$ cat config.mk
export PLATFORM = sky130hd
export DESIGN_NAME = subcarrierPhaseGen
export DESIGN_NICKNAME = d
export VERILOG_FILES = /design/src/rtl/scpPkg.sv /design/src/rtl/scpLockRx.sv /design/src/rtl/scpControl.sv /design/src/rtl/scpDatapath.sv /design/src/rtl/subcarrierPhaseGen.sv
export SDC_FILE = /design/constraint.sdc
export NUM_CORES = 1
export LEC_CHECK = 0
export BUFFER_PORTS_ARGS = -buffer_cell sky130_fd_sc_hd__buf_4
export CORE_ASPECT_RATIO = 0.8
export CORE_MARGIN = 1
export CORE_UTILIZATION = 59
export DETAILED_ROUTE_END_ITERATION = 10
export PLACE_DENSITY = 0.9
export SLEW_MARGIN = 25
export SYNTH_ARGS = -nofsm -noshare
export SYNTH_HDL_FRONTEND = slang
export SYNTH_HIERARCHICAL = 1
export SYNTH_SLANG_ARGS = --single-unit
$ cat constraint.sdc
create_clock -name clk -period 3.39 [get_ports clk]
set_input_delay 0 -clock clk [delete_from_list [all_inputs] [get_ports clk]]
set_output_delay 0 -clock clk [all_outputs]
set_load 0.01 [all_outputs]
$ cat src/rtl/scpPkg.sv
package scpPkg;
  typedef enum logic [1:0] {
    MODE_IDLE    = 2'b00,
    MODE_RESTART = 2'b01,
    MODE_LOCK    = 2'b10,
    MODE_SPARE   = 2'b11
  } pinMode_e;

  typedef struct packed {
    logic zeroPhase;
    logic loadLock;
    logic useLock;
  } scpStrobe_t;
endpackage

$ cat src/rtl/scpLockRx.sv
module scpLockRx #(
  parameter int FRAME_BITS = 67,
  parameter int FREQ_BITS  = 22,
  parameter int BIT_CYCLES = 2
) (
  input  logic                 clk,
  input  logic                 rstN,
  input  logic                 enable,
  input  logic                 bitIn,
  input  logic                 startEdge,
  output logic                 frameDone,
  output logic [FREQ_BITS-1:0] frameValue
);
  localparam int IDX_W    = $clog2(FRAME_BITS + 1);
  localparam int SLOT_W   = (BIT_CYCLES > 1) ? $clog2(BIT_CYCLES) : 1;
  localparam int MID_SLOT = BIT_CYCLES / 2;
  localparam int LAST_SLOT = BIT_CYCLES - 1;

  logic              busy;
  logic [SLOT_W-1:0] slot;
  logic [IDX_W-1:0]  idx;
  logic [FREQ_BITS-1:0] capReg;

  assign frameValue = capReg;

  // idx 0 is the start bit; data bit k lives in idx k+1
  always_ff @(posedge clk) begin
    if (!rstN) begin
      busy      <= 1'b0;
      slot      <= '0;
      idx       <= '0;
      capReg    <= '0;
      frameDone <= 1'b0;
    end else if (!enable) begin
      busy      <= 1'b0;
      frameDone <= 1'b0;
    end else begin
      frameDone <= 1'b0;
      if (!busy) begin
        if (startEdge) begin
          busy <= 1'b1;
          slot <= SLOT_W'(1);
          idx  <= '0;
        end
      end else begin
        if (slot == SLOT_W'(LAST_SLOT)) begin
          slot <= '0;
          idx  <= idx + IDX_W'(1);
        end else begin
          slot <= slot + SLOT_W'(1);
        end
        if (slot == SLOT_W'(MID_SLOT) && idx != '0) begin
          for (int b = 0; b < FREQ_BITS; b++) begin
            if (idx == IDX_W'(b + 1)) capReg[b] <= bitIn;
          end
          if (idx == IDX_W'(FRAME_BITS)) begin
            busy      <= 1'b0;
            frameDone <= 1'b1;
          end
        end
      end
    end
  end

  a_r6_idx_bound: assert property (@(posedge clk) disable iff (!rstN)
    busy |-> (idx <= IDX_W'(FRAME_BITS)));
  a_r6_done_single: assert property (@(posedge clk) disable iff (!rstN)
    frameDone |=> !frameDone);
endmodule

$ cat src/rtl/scpControl.sv
module scpControl
  import scpPkg::*;
#(
  parameter int FRAME_BITS = 67,
  parameter int FREQ_BITS  = 22,
  parameter int BIT_CYCLES = 2
) (
  input  logic                 clk,
  input  logic                 rstN,
  input  logic [1:0]           modeSel,
  input  logic                 ctlPin,
  input  logic                 lineStart,
  input  logic                 fieldStart,
  output scpStrobe_t           strobe,
  output logic [FREQ_BITS-1:0] lockValue
);
  pinMode_e mode;
  logic syncA, syncB, prevLvl, pinRise;
  logic armed;
  logic lockEn, rstEn;
  logic rxDone;
  logic [FREQ_BITS-1:0] rxValue;
  logic pendingValid;
  logic [FREQ_BITS-1:0] pendingVal;

  assign mode   = pinMode_e'(modeSel);
  assign lockEn = (mode == MODE_LOCK);
  assign rstEn  = (mode == MODE_RESTART);

  always_ff @(posedge clk) begin
    if (!rstN) begin
      syncA   <= 1'b0;
      syncB   <= 1'b0;
      prevLvl <= 1'b0;
    end else begin
      syncA   <= ctlPin;
      syncB   <= syncA;
      prevLvl <= syncB;
    end
  end
  assign pinRise = syncB & ~prevLvl;

  always_ff @(posedge clk) begin
    if (!rstN)                     armed <= 1'b0;
    else if (!rstEn)               armed <= 1'b0;
    else if (fieldStart && armed)  armed <= 1'b0;
    else if (pinRise)              armed <= 1'b1;
  end

  scpLockRx #(
    .FRAME_BITS(FRAME_BITS),
    .FREQ_BITS (FREQ_BITS),
    .BIT_CYCLES(BIT_CYCLES)
  ) uRx (
    .clk       (clk),
    .rstN      (rstN),
    .enable    (lockEn),
    .bitIn     (syncB),
    .startEdge (pinRise),
    .frameDone (rxDone),
    .frameValue(rxValue)
  );

  always_ff @(posedge clk) begin
    if (!rstN) begin
      pendingValid <= 1'b0;
      pendingVal   <= '0;
    end else if (!lockEn) begin
      pendingValid <= 1'b0;
    end else begin
      if (lineStart && pendingValid) pendingValid <= 1'b0;
      if (rxDone) begin
        pendingValid <= 1'b1;
        pendingVal   <= rxValue;
      end
    end
  end

  assign lockValue        = pendingVal;
  assign strobe.useLock   = lockEn;
  assign strobe.loadLock  = lockEn && lineStart && pendingValid;
  assign strobe.zeroPhase = rstEn && fieldStart && armed;

  a_r5_one_restart: assert property (@(posedge clk) disable iff (!rstN)
    strobe.zeroPhase |=> !armed);
  a_r7_apply_once: assert property (@(posedge clk) disable iff (!rstN)
    (strobe.loadLock && !rxDone) |=> !pendingValid);
  a_r4_arm_dropped: assert property (@(posedge clk) disable iff (!rstN)
    (!rstEn) |=> !armed);
endmodule

$ cat src/rtl/scpDatapath.sv
module scpDatapath
  import scpPkg::*;
#(
  parameter int PHASE_W   = 32,
  parameter int FREQ_BITS = 22
) (
  input  logic                 clk,
  input  logic                 rstN,
  input  logic [PHASE_W-1:0]   freqWord,
  input  logic                 fieldStart,
  input  scpStrobe_t           strobe,
  input  logic [FREQ_BITS-1:0] lockValue,
  output logic [PHASE_W-1:0]   phase,
  output logic                 fieldZero
);
  localparam int PAD = PHASE_W - FREQ_BITS;

  logic [PHASE_W-1:0] lockInc;
  logic [PHASE_W-1:0] incSel;

  always_ff @(posedge clk) begin
    if (!rstN)                lockInc <= '0;
    else if (!strobe.useLock) lockInc <= '0;
    else if (strobe.loadLock) lockInc <= {lockValue, {PAD{1'b0}}};
  end

  assign incSel = strobe.useLock ? lockInc : freqWord;

  always_ff @(posedge clk) begin
    if (!rstN)                 phase <= '0;
    else if (strobe.zeroPhase) phase <= '0;
    else                       phase <= phase + incSel;
  end

  always_ff @(posedge clk) begin
    if (!rstN)                 fieldZero <= 1'b0;
    else if (strobe.zeroPhase) fieldZero <= 1'b1;
    else if (fieldStart)       fieldZero <= 1'b0;
  end

  a_r1_step: assert property (@(posedge clk) disable iff (!rstN)
    ($past(rstN) && !$past(strobe.zeroPhase)) |-> (phase == $past(phase) + $past(incSel)));
  a_r3_zero: assert property (@(posedge clk) disable iff (!rstN)
    strobe.zeroPhase |=> (phase == '0 && fieldZero));
  a_r7_hold: assert property (@(posedge clk) disable iff (!rstN)
    ($past(rstN) && $past(strobe.useLock) && strobe.useLock && !$past(strobe.loadLock))
      |-> $stable(lockInc));
endmodule

$ cat src/rtl/subcarrierPhaseGen.sv
module subcarrierPhaseGen
  import scpPkg::*;
#(
  parameter int PHASE_W    = 32,
  parameter int FRAME_BITS = 67,
  parameter int FREQ_BITS  = 22,
  parameter int BIT_CYCLES = 2
) (
  input  logic               clk,
  input  logic               rstN,
  input  logic [1:0]         modeSel,
  input  logic [PHASE_W-1:0] freqWord,
  input  logic               ctlPin,
  input  logic               lineStart,
  input  logic               fieldStart,
  output logic [PHASE_W-1:0] phase,
  output logic               fieldZero
);
  scpStrobe_t           strobe;
  logic [FREQ_BITS-1:0] lockValue;

  scpControl #(
    .FRAME_BITS(FRAME_BITS),
    .FREQ_BITS (FREQ_BITS),
    .BIT_CYCLES(BIT_CYCLES)
  ) uCtl (
    .clk       (clk),
    .rstN      (rstN),
    .modeSel   (modeSel),
    .ctlPin    (ctlPin),
    .lineStart (lineStart),
    .fieldStart(fieldStart),
    .strobe    (strobe),
    .lockValue (lockValue)
  );

  scpDatapath #(
    .PHASE_W  (PHASE_W),
    .FREQ_BITS(FREQ_BITS)
  ) uDp (
    .clk       (clk),
    .rstN      (rstN),
    .freqWord  (freqWord),
    .fieldStart(fieldStart),
    .strobe    (strobe),
    .lockValue (lockValue),
    .phase     (phase),
    .fieldZero (fieldZero)
  );
endmodule

==> results of run 1 <==
## tightest hold or removal path, cell delays in order
cell and delay, ns:
buf_4 0.07, nor2b_1 0.12, ha_1 0.12, and2_1 0.10
## routing by layer
metal / vias up / GRT usage / routed length, um
met5: - / 0 / 0
met4: 0 / 0.119 / 380
met3: 36 / 0.0736 / 1140
met2: 261 / 0.483 / 7540
met1: 2685 / 0.375 / 7260
li1: 2714 / - / -
## registers in the layout, indices dropped and copies added (netlist names)
register,count
uCtl/prevLvl,1
uCtl/uRx/slot,1
uCtl/uRx/busy,1
uCtl/pendingValid,1
uDp/fieldZero,1
uCtl/uRx/idx,7
uDp/lockInc,22
uCtl/syncB,1
uDp/phase,32
uCtl/uRx/frameDone,1
uCtl/syncA,1
uCtl/uRx/frameValue,22
uCtl/lockValue,22
uCtl/armed,1
## cell families (layout without fill, tap and decap cells)
group,Yosys count,count (layout)
and+or+nand+nor,283,283
AOI/OAI and AO/OA,130,130
DFF,114,114
muxes,90,90
buffers and inverters,63,130
adders and majority gates,36,36
xor gates and xnor gates,23,23
## final cells by class
cell class / instances / area, um^2
Multi-Input combinational cell: 562 / 3860
Fill cell: 723 / 2810
Sequential cell: 114 / 2280
Timing Repair Buffer: 83 / 638
Clock buffer: 22 / 494
Tap cell: 140 / 175
Clock inverter: 9 / 128
Inverter: 16 / 60.1
## synth_stat cells (all sizes together) (5+ instances only)
cell	count	area share
a211oi	5	0.0081
a21o	10	0.012
a21oi	46	0.039
and2	7	0.0068
and3	5	0.0048
buf	22	0.025
clkbuf	25	0.015
dfxtp	114	0.35
ha	35	0.068
inv	16	0.0093
mux2	21	0.037
mux2i	69	0.11
nand2	107	0.062
nand3	30	0.023
nand4	13	0.013
nor2	63	0.037
nor2b	16	0.016
nor3	6	0.0054
nor3b	5	0.0081
o211ai	6	0.0078
o21a	5	0.0058
o21ai	25	0.020
o21bai	10	0.012
or4	5	0.0064
xnor2	14	0.019
xor2	9	0.012
## cell usage in the layout, fill, tap and decap left out, types with 4 or more instances in the layout
master	Yosys	layout
a21o_1	10	10
a21oi_1	43	43
a31oi_1	4	4
and2_1	7	7
and3_1	5	5
buf_4	1	77
clkbuf_16	0	17
clkbuf_8	0	5
dfxtp_1	114	114
dlygate4sd3_1	0	6
ha_1	35	35
inv_1	16	16
mux2_2	21	21
mux2i_1	68	68
nand2_1	107	107
nand3_1	30	30
nand4_1	13	13
nor2_1	63	63
nor2b_1	16	16
nor3_1	5	5
o211ai_1	5	5
o21a_1	5	5
o21ai_0	16	16
o21ai_1	8	8
o21bai_1	10	10
o31ai_1	4	4
or4_1	4	4
xnor2_1	14	14
xor2_1	9	9
## stage by stage
step	hold slack, ns	utilization	instances	setup WS [ns]
2_1_floorplan	0.118	-	739	0.290
3_3_place_gp	0.219	0.666	909	0.301
3_5_place_dp	0.217	0.666	909	0.191
4_1_cts	0.0226	0.731	946	0.143
5_1_grt	0.0429	0.731	946	0.0246
6_report	0.0258	0.731	946	0.196
## path summary, 6_finish.rpt
check	start	to	slack [ns]
min	freqWord[0]	uDp/phase[0]	0.03
max	modeSel[1]	uDp/phase[31]	0.20
min reg2reg	uCtl/syncA	uCtl/syncB	0.44
max reg2reg	uDp/lockInc[12]	uDp/phase[26]	0.68
## timing repair
| item | CTS | global route |
|---|---|---|
| setup buffers | 0 | 0 |
| gates resized for setup | 0 | 1 |
| hold endpoints to repair | 4 | 0 |
| setup endpoints to repair | 0 | 4 |
| hold buffers | 6 | 0 |
## power by group
| part | total, mW | internal, mW | switching (mW) |
|---|---|---|---|
| Sequential | 1.62 | 1.50 | 0.113 |
| Combinational | 1.85 | 0.796 | 1.05 |
| Clock | 1.87 | 1.24 | 0.623 |
==> results.json, run 1 <==
{
  "outcome": "finished clean",
  "synthesis.nets": 814,
  "timing.critical_path.buf_inv": 3,
  "maxCapViolCount": 0,
  "synth_seq_area_share": 0.353,
  "slew_violations": 0,
  "fin_crit_ns": 3.19,
  "clk_latency_ns": 0.42,
  "numPortBuffers": 71,
  "drive_gt1_frac": 0.191,
  "vias_per_cell": 6.02,
  "drt_first_pass_iters": 7,
  "critPathKind": "in -> reg",
  "overflow": 0,
  "antennaDiodeCount": 0,
  "synth_edf_count": 0,
  "drtAntennaViolNets": 0,
  "finalCritPeriodShare": 0.942,
  "fp.dieW_um": 119,
  "dpl.hpwl_um": 11200,
  "synth-compound-area-share": 0.134,
  "start_util": 0.618,
  "yosysUniqueCellTypes": 68,
  "grt_start_max_net_pins": 46,
  "synth_ff_type": "dfxtp_1",
  "slew_headroom": 0.445,
  "cts_sinks": 114,
  "core_um2": 10400,
  "routed_wl_um": 16300,
  "finalSetupTns_ns": 0,
  "power.density_nw_per_um2": 697,
  "power_mw": 5.33,
  "worstRegToRegCells": 9,
  "max_stage_delay_ns": 0.55,
  "area_growth_pct": 18.3,
  "vias": 5696,
  "fin_area_um2": 7640,
  "gp_congestion": 0.884,
  "synthArstFlopShare": 0,
  "rsz0062_at_grt": "false",
  "cp_cell_sequence": "dlygate4sd3_1 -> buf_4 -> and2b_4 -> buf_4 -> mux2_2 -> ha_1 -> nand2_1 -> o21bai_1 -> o21ai_0 -> nand2_1 -> o211a_1 -> or4_4 -> o211ai_2",
  "clockBufferDepth": 2,
  "antenna_found_initial": 0,
  "synth-simple-area-share": 0.218,
  "ios": 72,
  "hold_depth": 4,
  "drt-initial-drc-count": 558,
  "synth_top_family_by_area": "simple AND/OR/NAND/NOR gates",
  "skew_ns": 0.00638,
  "final_nets": 869,
  "hold_viol_final": 0,
  "synthXorXnorAreaFrac": 0.0312,
  "worstSetupStartpointType": "input port",
  "grtUsageTotal": 0.295,
  "grt_pass1_vias": 5317,
  "cts.clk_slew.worst_paths_ns": 0.05,
  "setup_viol": 0,
  "crit_cells": 13,
  "fp.dieH_um": 95.6,
  "cp_slowest_cell": "dlygate4sd3_1",
  "htreeDepth": 4,
  "syn-mean-instance-area_um2": 8.74,
  "drc": 0,
  "synth_fa_ha_area_frac": 0.0709,
  "tightestPinTransition_ns": 0.830,
  "syn_area_um2": 6460,
  "rows": 33,
  "grt_pass1_wl_um": 26100,
  "muxShareOfSynthArea": 0.144,
  "crit_fanout": 21,
  "synth_seq_cells": 114,
  "tritoncts.num_buffers": 17,
  "ir_worst_vdd_mv": 0.614,
  "ys_warn_count": 6,
  "worstPathArrival_ns": 3.54,
  "die-area_um2": 11400,
  "cts_root_buf": "clkbuf_16",
  "p_leak_nw": 3.19,
  "fmax_mhz": 313,
  "cp-end-kind": "register",
  "crit_family": "simple AND/OR/NAND/NOR gates",
  "place_area_um2": 6960,
  "min_path_type": "in -> reg",
  "wl_per_cell_um": 17.3,
  "cts_tree": "done",
  "cp.required_ns": 3.74,
  "syn_inst": 739
}
No activity file was read; power rests on OpenSTA's default activity.
==> run 2, diff against run 1 <==
--- a/config.mk
+++ b/config.mk
@@ -11,6 +11,7 @@
 export CORE_UTILIZATION = 59
 export DETAILED_ROUTE_END_ITERATION = 10
 export PLACE_DENSITY = 0.9
+export RECOVER_POWER = 25
 export SLEW_MARGIN = 25
 export SYNTH_ARGS = -nofsm -noshare
 export SYNTH_HDL_FRONTEND = slang
==> run 2 against run 1 <==
Compared with the run above: combinational power shrank 6%; first-iteration DRC count increased by 2.5%; power fell by 2.3%.
==> results.json, run 2 (synthesis results as in run 1) <==
{
  "r2r_end": "uDp/phase[26]",
  "routed_wl_um": 16300,
  "fmax_mhz": 314,
  "grt_pass1_wl_um": 26100,
  "ios": 72,
  "dpl.hpwl_um": 11200,
  "drtAntennaViolNets": 0,
  "drt_first_pass_iters": 5,
  "gp_congestion": 0.884,
  "grtUsageTotal": 0.295,
  "tritoncts.num_buffers": 17,
  "overflow": 0,
  "cts.clk_slew.worst_paths_ns": 0.05,
  "outcome": "finished clean",
  "final_nets": 869,
  "start_util": 0.618,
  "rows": 33,
  "finalCritPeriodShare": 0.939,
  "fp.dieW_um": 119,
  "numPortBuffers": 71,
  "maxCapViolCount": 0,
  "antennaDiodeCount": 0,
  "drt-initial-drc-count": 572,
  "critPathKind": "in -> reg",
  "startpoint": "modeSel[1]",
  "fill_cells": 755,
  "drive_gt1_frac": 0.150,
  "crit_fanout": 21,
  "drc": 0,
  "fp.dieH_um": 95.6,
  "reg2reg_slack_ns": 0.70,
  "area_growth_pct": 16.4,
  "cp-end-kind": "register",
  "grt_start_max_net_pins": 46,
  "rsz0062_at_grt": "false",
  "worstPathArrival_ns": 3.53,
  "regMostFlops": "uDp/phase",
  "hold_viol_final": 0,
  "rr_startpoint": "uDp/lockInc[12]",
  "clk_latency_ns": 0.42,
  "antenna_found_initial": 0,
  "hold_end": "uDp/phase[0]",
  "slew_headroom": 0.0241,
  "p_leak_nw": 3.05,
  "vias": 5674,
  "cts_tree": "done",
  "power.density_nw_per_um2": 692,
  "core_um2": 10400,
  "tightestPinTransition_ns": 1.46,
  "wl_per_cell_um": 17.2,
  "power_mw": 5.20,
  "min_from": "freqWord[0]",
  "setup_viol": 0,
  "skew_ns": 0.00609,
  "fin_crit_ns": 3.18,
  "final_common_cell": "dfxtp_1",
  "vias_per_cell": 6.00,
  "htreeDepth": 4,
  "worstRegToRegCells": 9,
  "largest_reg_flops": 32,
  "fin_area_um2": 7520,
  "clockBufferDepth": 2,
  "die-area_um2": 11400,
  "cts_root_buf": "clkbuf_16",
  "finalSetupTns_ns": 0,
  "slew_violations": 0,
  "grt_pass1_vias": 5317,
  "mostFrequentLayoutCells": "dfxtp_1, nand2_1, mux2i_1",
  "hold_depth": 4,
  "min_path_type": "in -> reg",
  "cp.required_ns": 3.74,
  "cts_setup_buffers": 0,
  "place_area_um2": 6960,
  "worstSetupStartpointType": "input port",
  "cts_sinks": 114,
  "ir_worst_vdd_mv": 0.577
}
## run 2: cell count changes in the layout (fill, tap and decap cells not counted)
cell	before	now
clkbuf_1	0	33
buf_4	77	44
and2_0	0	1
and2_1	7	6
## run 2: worst max-delay path by stage
stage / end / slack [ns] / cells after the start
after global placement: uDp/phase[31] / 0.30 / 12
after detailed placement: uDp/phase[31] / 0.19 / 12
final: uDp/phase[31] / 0.21 / 13
after CTS: uDp/phase[31] / 0.14 / 13
after floorplan: uDp/phase[24] / 0.29 / 14
after global routing: uDp/phase[27] / 0.02 / 13
## run 2: area by class of cell
class	count	area, um^2	area share
inverter	16	60.1	0.00799
clock buffer	22	494	0.0657
sequential	114	2280	0.304
tap	140	175	0.0233
timing repair buffer	83	514	0.0684
clock inverter	9	128	0.0170
multi-input combinational	562	3860	0.514
## run 2: where the power goes
group          leakage (nW)  internal [mW]  switching, mW
Clock                 0.300           1.24          0.620
Combinational          1.83          0.679           1.05
Sequential            0.927           1.50          0.110
Total                  3.05           3.42           1.78
## run 2: metrics by stage
step | setup WS [ns] | hold slack [ns] | util | cells
floorplan | 0.290 | 0.118 | - | 739
global placement | 0.301 | 0.219 | 0.666 | 909
detailed placement | 0.191 | 0.217 | 0.666 | 909
CTS | 0.143 | 0.0226 | 0.731 | 946
global route | 0.0246 | 0.0429 | 0.720 | 946
finish | 0.207 | 0.0292 | 0.720 | 946
## run 2: critical path: stages
cell and delay, ns:
dlygate4sd3_1 0.55, buf_4 0.13, and2b_4 0.35, buf_4 0.35, mux2_2 0.37, ha_1 0.38, nand2_1 0.15, o21bai_1 0.11
o21ai_0 0.20, nand2_1 0.09, o211a_1 0.26, or4_4 0.52, o211ai_2 0.07
## run 2: per-layer routing
layer | wire, um | vias to the layer above | GRT usage
met5 | 0 | - | 0
met4 | 399 | 0 | 0.119
met3 | 1070 | 45 | 0.0736
met2 | 7530 | 243 | 0.483
met1 | 7290 | 2675 | 0.375
li1 | - | 2711 | -
## run 2: repair_timing
item,in CTS,in global routing
hold buffers,6,0
endpoints found under the hold margin,4,0
resized for setup,0,1
setup endpoints to repair,0,4
==> run 3, diff against run 2 <==
--- a/config.mk
+++ b/config.mk
@@ -10,7 +10,7 @@
 export CORE_MARGIN = 1
 export CORE_UTILIZATION = 59
 export DETAILED_ROUTE_END_ITERATION = 10
-export PLACE_DENSITY = 0.9
+export PLACE_DENSITY = 0.84
 export RECOVER_POWER = 25
 export SLEW_MARGIN = 25
 export SYNTH_ARGS = -nofsm -noshare
==> run 3 against run 2 <==
Compared with the run above: power shrank 3.7%; cell area shrank 0.55%; flip-flop and latch count is the same; die area is the same; worst hold slack gained 0.014 ns; utilization shrank 0.40 points; global-route usage shrank 0.090 points; clock skew grew 0.0022 ns; fmax grew 15%; via count shrank 1.0%; clock power shrank 10%; critical path depth shrank 4; largest cell class unchanged.
==> results.json, run 3 (synthesis results as in run 1) <==
{
  "cts.clk_slew.worst_paths_ns": 0.06,
  "hold_slack_ns": 0.0430,
  "die-area_um2": 11400,
  "start_util": 0.618,
  "vias_per_cell": 5.92,
  "tightestPinTransition_ns": 1.18,
  "intPower_mw": 3.19,
  "fp.dieH_um": 95.6,
  "cp_slowest_cell": "a31oi_1",
  "ctsHoldBuffers": 6,
  "core_um2": 10400,
  "max_stage_delay_ns": 0.54,
  "maxCapViolCount": 0,
  "power.density_nw_per_um2": 670,
  "finalSetupTns_ns": 0,
  "antenna_found_initial": 0,
  "gp_congestion": 0.873,
  "grtUsageTotal": 0.294,
  "grt_pass1_vias": 5346,
  "rsz0062_at_grt": "false",
  "cts_sinks": 114,
  "vias": 5616,
  "area_growth_pct": 15.8,
  "seqPwrFrac": 0.321,
  "cp_cell_sequence": "mux2_2 -> ha_1 -> nand2_1 -> nor3_1 -> a211oi_1 -> a31oi_1 -> nand3_1 -> a21oi_1 -> nor3b_1",
  "drt_first_pass_iters": 5,
  "slew_headroom": 0.215,
  "drtAntennaViolNets": 0,
  "final_common_cell": "dfxtp_1",
  "skew_ns": 0.00830,
  "wl_per_cell_um": 16.7,
  "cts.repair.resized": 0,
  "finalCritPeriodShare": 0.813,
  "cts_tree": "done",
  "routed_wl_um": 15900,
  "drc": 0,
  "p_sw_frac": 0.364,
  "ios": 72,
  "cp.required_ns": 3.69,
  "largest_reg_flops": 32,
  "tritoncts.num_buffers": 17,
  "overflow": 0,
  "regMostFlops": "uDp/phase",
  "cts_setup_buffers": 0,
  "power_frac_clock": 0.334,
  "critPathKind": "reg -> reg",
  "fin_crit_ns": 2.76,
  "final_nets": 871,
  "rows": 33,
  "fp.dieW_um": 119,
  "grt_start_max_net_pins": 57,
  "clockBufferDepth": 2,
  "setup_viol": 0,
  "drive_gt1_frac": 0.151,
  "fin_util": 0.716,
  "drt-initial-drc-count": 512,
  "p_leak_nw": 3.02,
  "cp-end-kind": "register",
  "grt_pass1_wl_um": 25800,
  "min_path_type": "in -> reg",
  "power_switching_mw": 1.82,
  "dp_cells": 911,
  "htreeDepth": 4,
  "slew_violations": 0,
  "ir_worst_vdd_mv": 0.529,
  "dpl.hpwl_um": 11200,
  "hold_viol_final": 0,
  "fmax_mhz": 363,
  "comb_power_share": 0.345,
  "power_mw": 5.01,
  "outcome": "finished clean",
  "antennaDiodeCount": 0,
  "layout.cells.non_filler": 948,
  "clk_latency_ns": 0.42,
  "crit_fanout": 8,
  "worstPathArrival_ns": 3.05,
  "numPortBuffers": 71,
  "cts_root_buf": "clkbuf_16",
  "worstSetupStartpointType": "register",
  "mostFrequentLayoutCells": "dfxtp_1, nand2_1, mux2i_1"
}
==> run 3: cell types whose count changed in the layout (fill, tap and decap cells not counted), moves of 2 or more <==
cell / before / now
clkbuf_8: 5 / 0
clkinv_4: 0 / 3
clkinvlp_4: 3 / 6
inv_6: 0 / 3
bufinv_16: 3 / 1
clkinv_2: 3 / 1
==> run 3: layout make-up <==
cell class,count,area [um^2]
Multi-Input combinational cell,562,3860
Fill cell,810,2970
Sequential cell,114,2280
Timing Repair Buffer,85,538
Clock buffer,17,425
Tap cell,140,175
Clock inverter,14,133
Inverter,16,60.1
==> run 3: worst max-delay path, delay by kind of cell (launching register included) <==
| family | cells | cell delay, ns |
|---|---|---|
| compound gates | 3 | 0.81 |
| fa+ha+maj | 1 | 0.50 |
| flops | 1 | 0.32 |
| mux | 1 | 0.27 |
| simple gates | 4 | 0.73 |
==> run 3: through the flow <==
step                      area, um^2  worst slack (ns)
after floorplan                 6460             0.290
after global placement          6990             0.407
after detailed placement        6990             0.299
after CTS                       7600             0.704
after global routing            7480             0.462
final                           7480             0.633
==> run 3: worst paths after layout <==
path | from | endpoint | slack (ns) | depth (start not counted)
max | uDp/lockInc[16] | uDp/phase[25] | 0.63 | 9
min | freqWord[0] | uDp/phase[0] | 0.04 | 4
max reg2reg | uDp/lockInc[16] | uDp/phase[25] | 0.63 | 9
min reg2reg | uCtl/syncA | uCtl/syncB | 0.44 | 1
==> run 3: routing by layer <==
metal	track usage	vias to the layer above	part of all wire
met2	0.469	233	0.45
met5	0	-	0
met1	0.382	2628	0.46
met4	0.114	0	0.017
li1	-	2727	-
met3	0.0789	28	0.070
==> run 3: power by group through the flow <==
| stage | registers (mW) | clock network (mW) | logic [mW] |
|---|---|---|---|
| after floorplan | 1.69 | 0 | 1.21 |
| after global placement | 1.63 | 0 | 1.76 |
| after detailed placement | 1.64 | 0 | 1.79 |
| after CTS | 1.61 | 1.70 | 1.81 |
| after global routing | 1.62 | 1.76 | 1.88 |
| final | 1.61 | 1.67 | 1.73 |
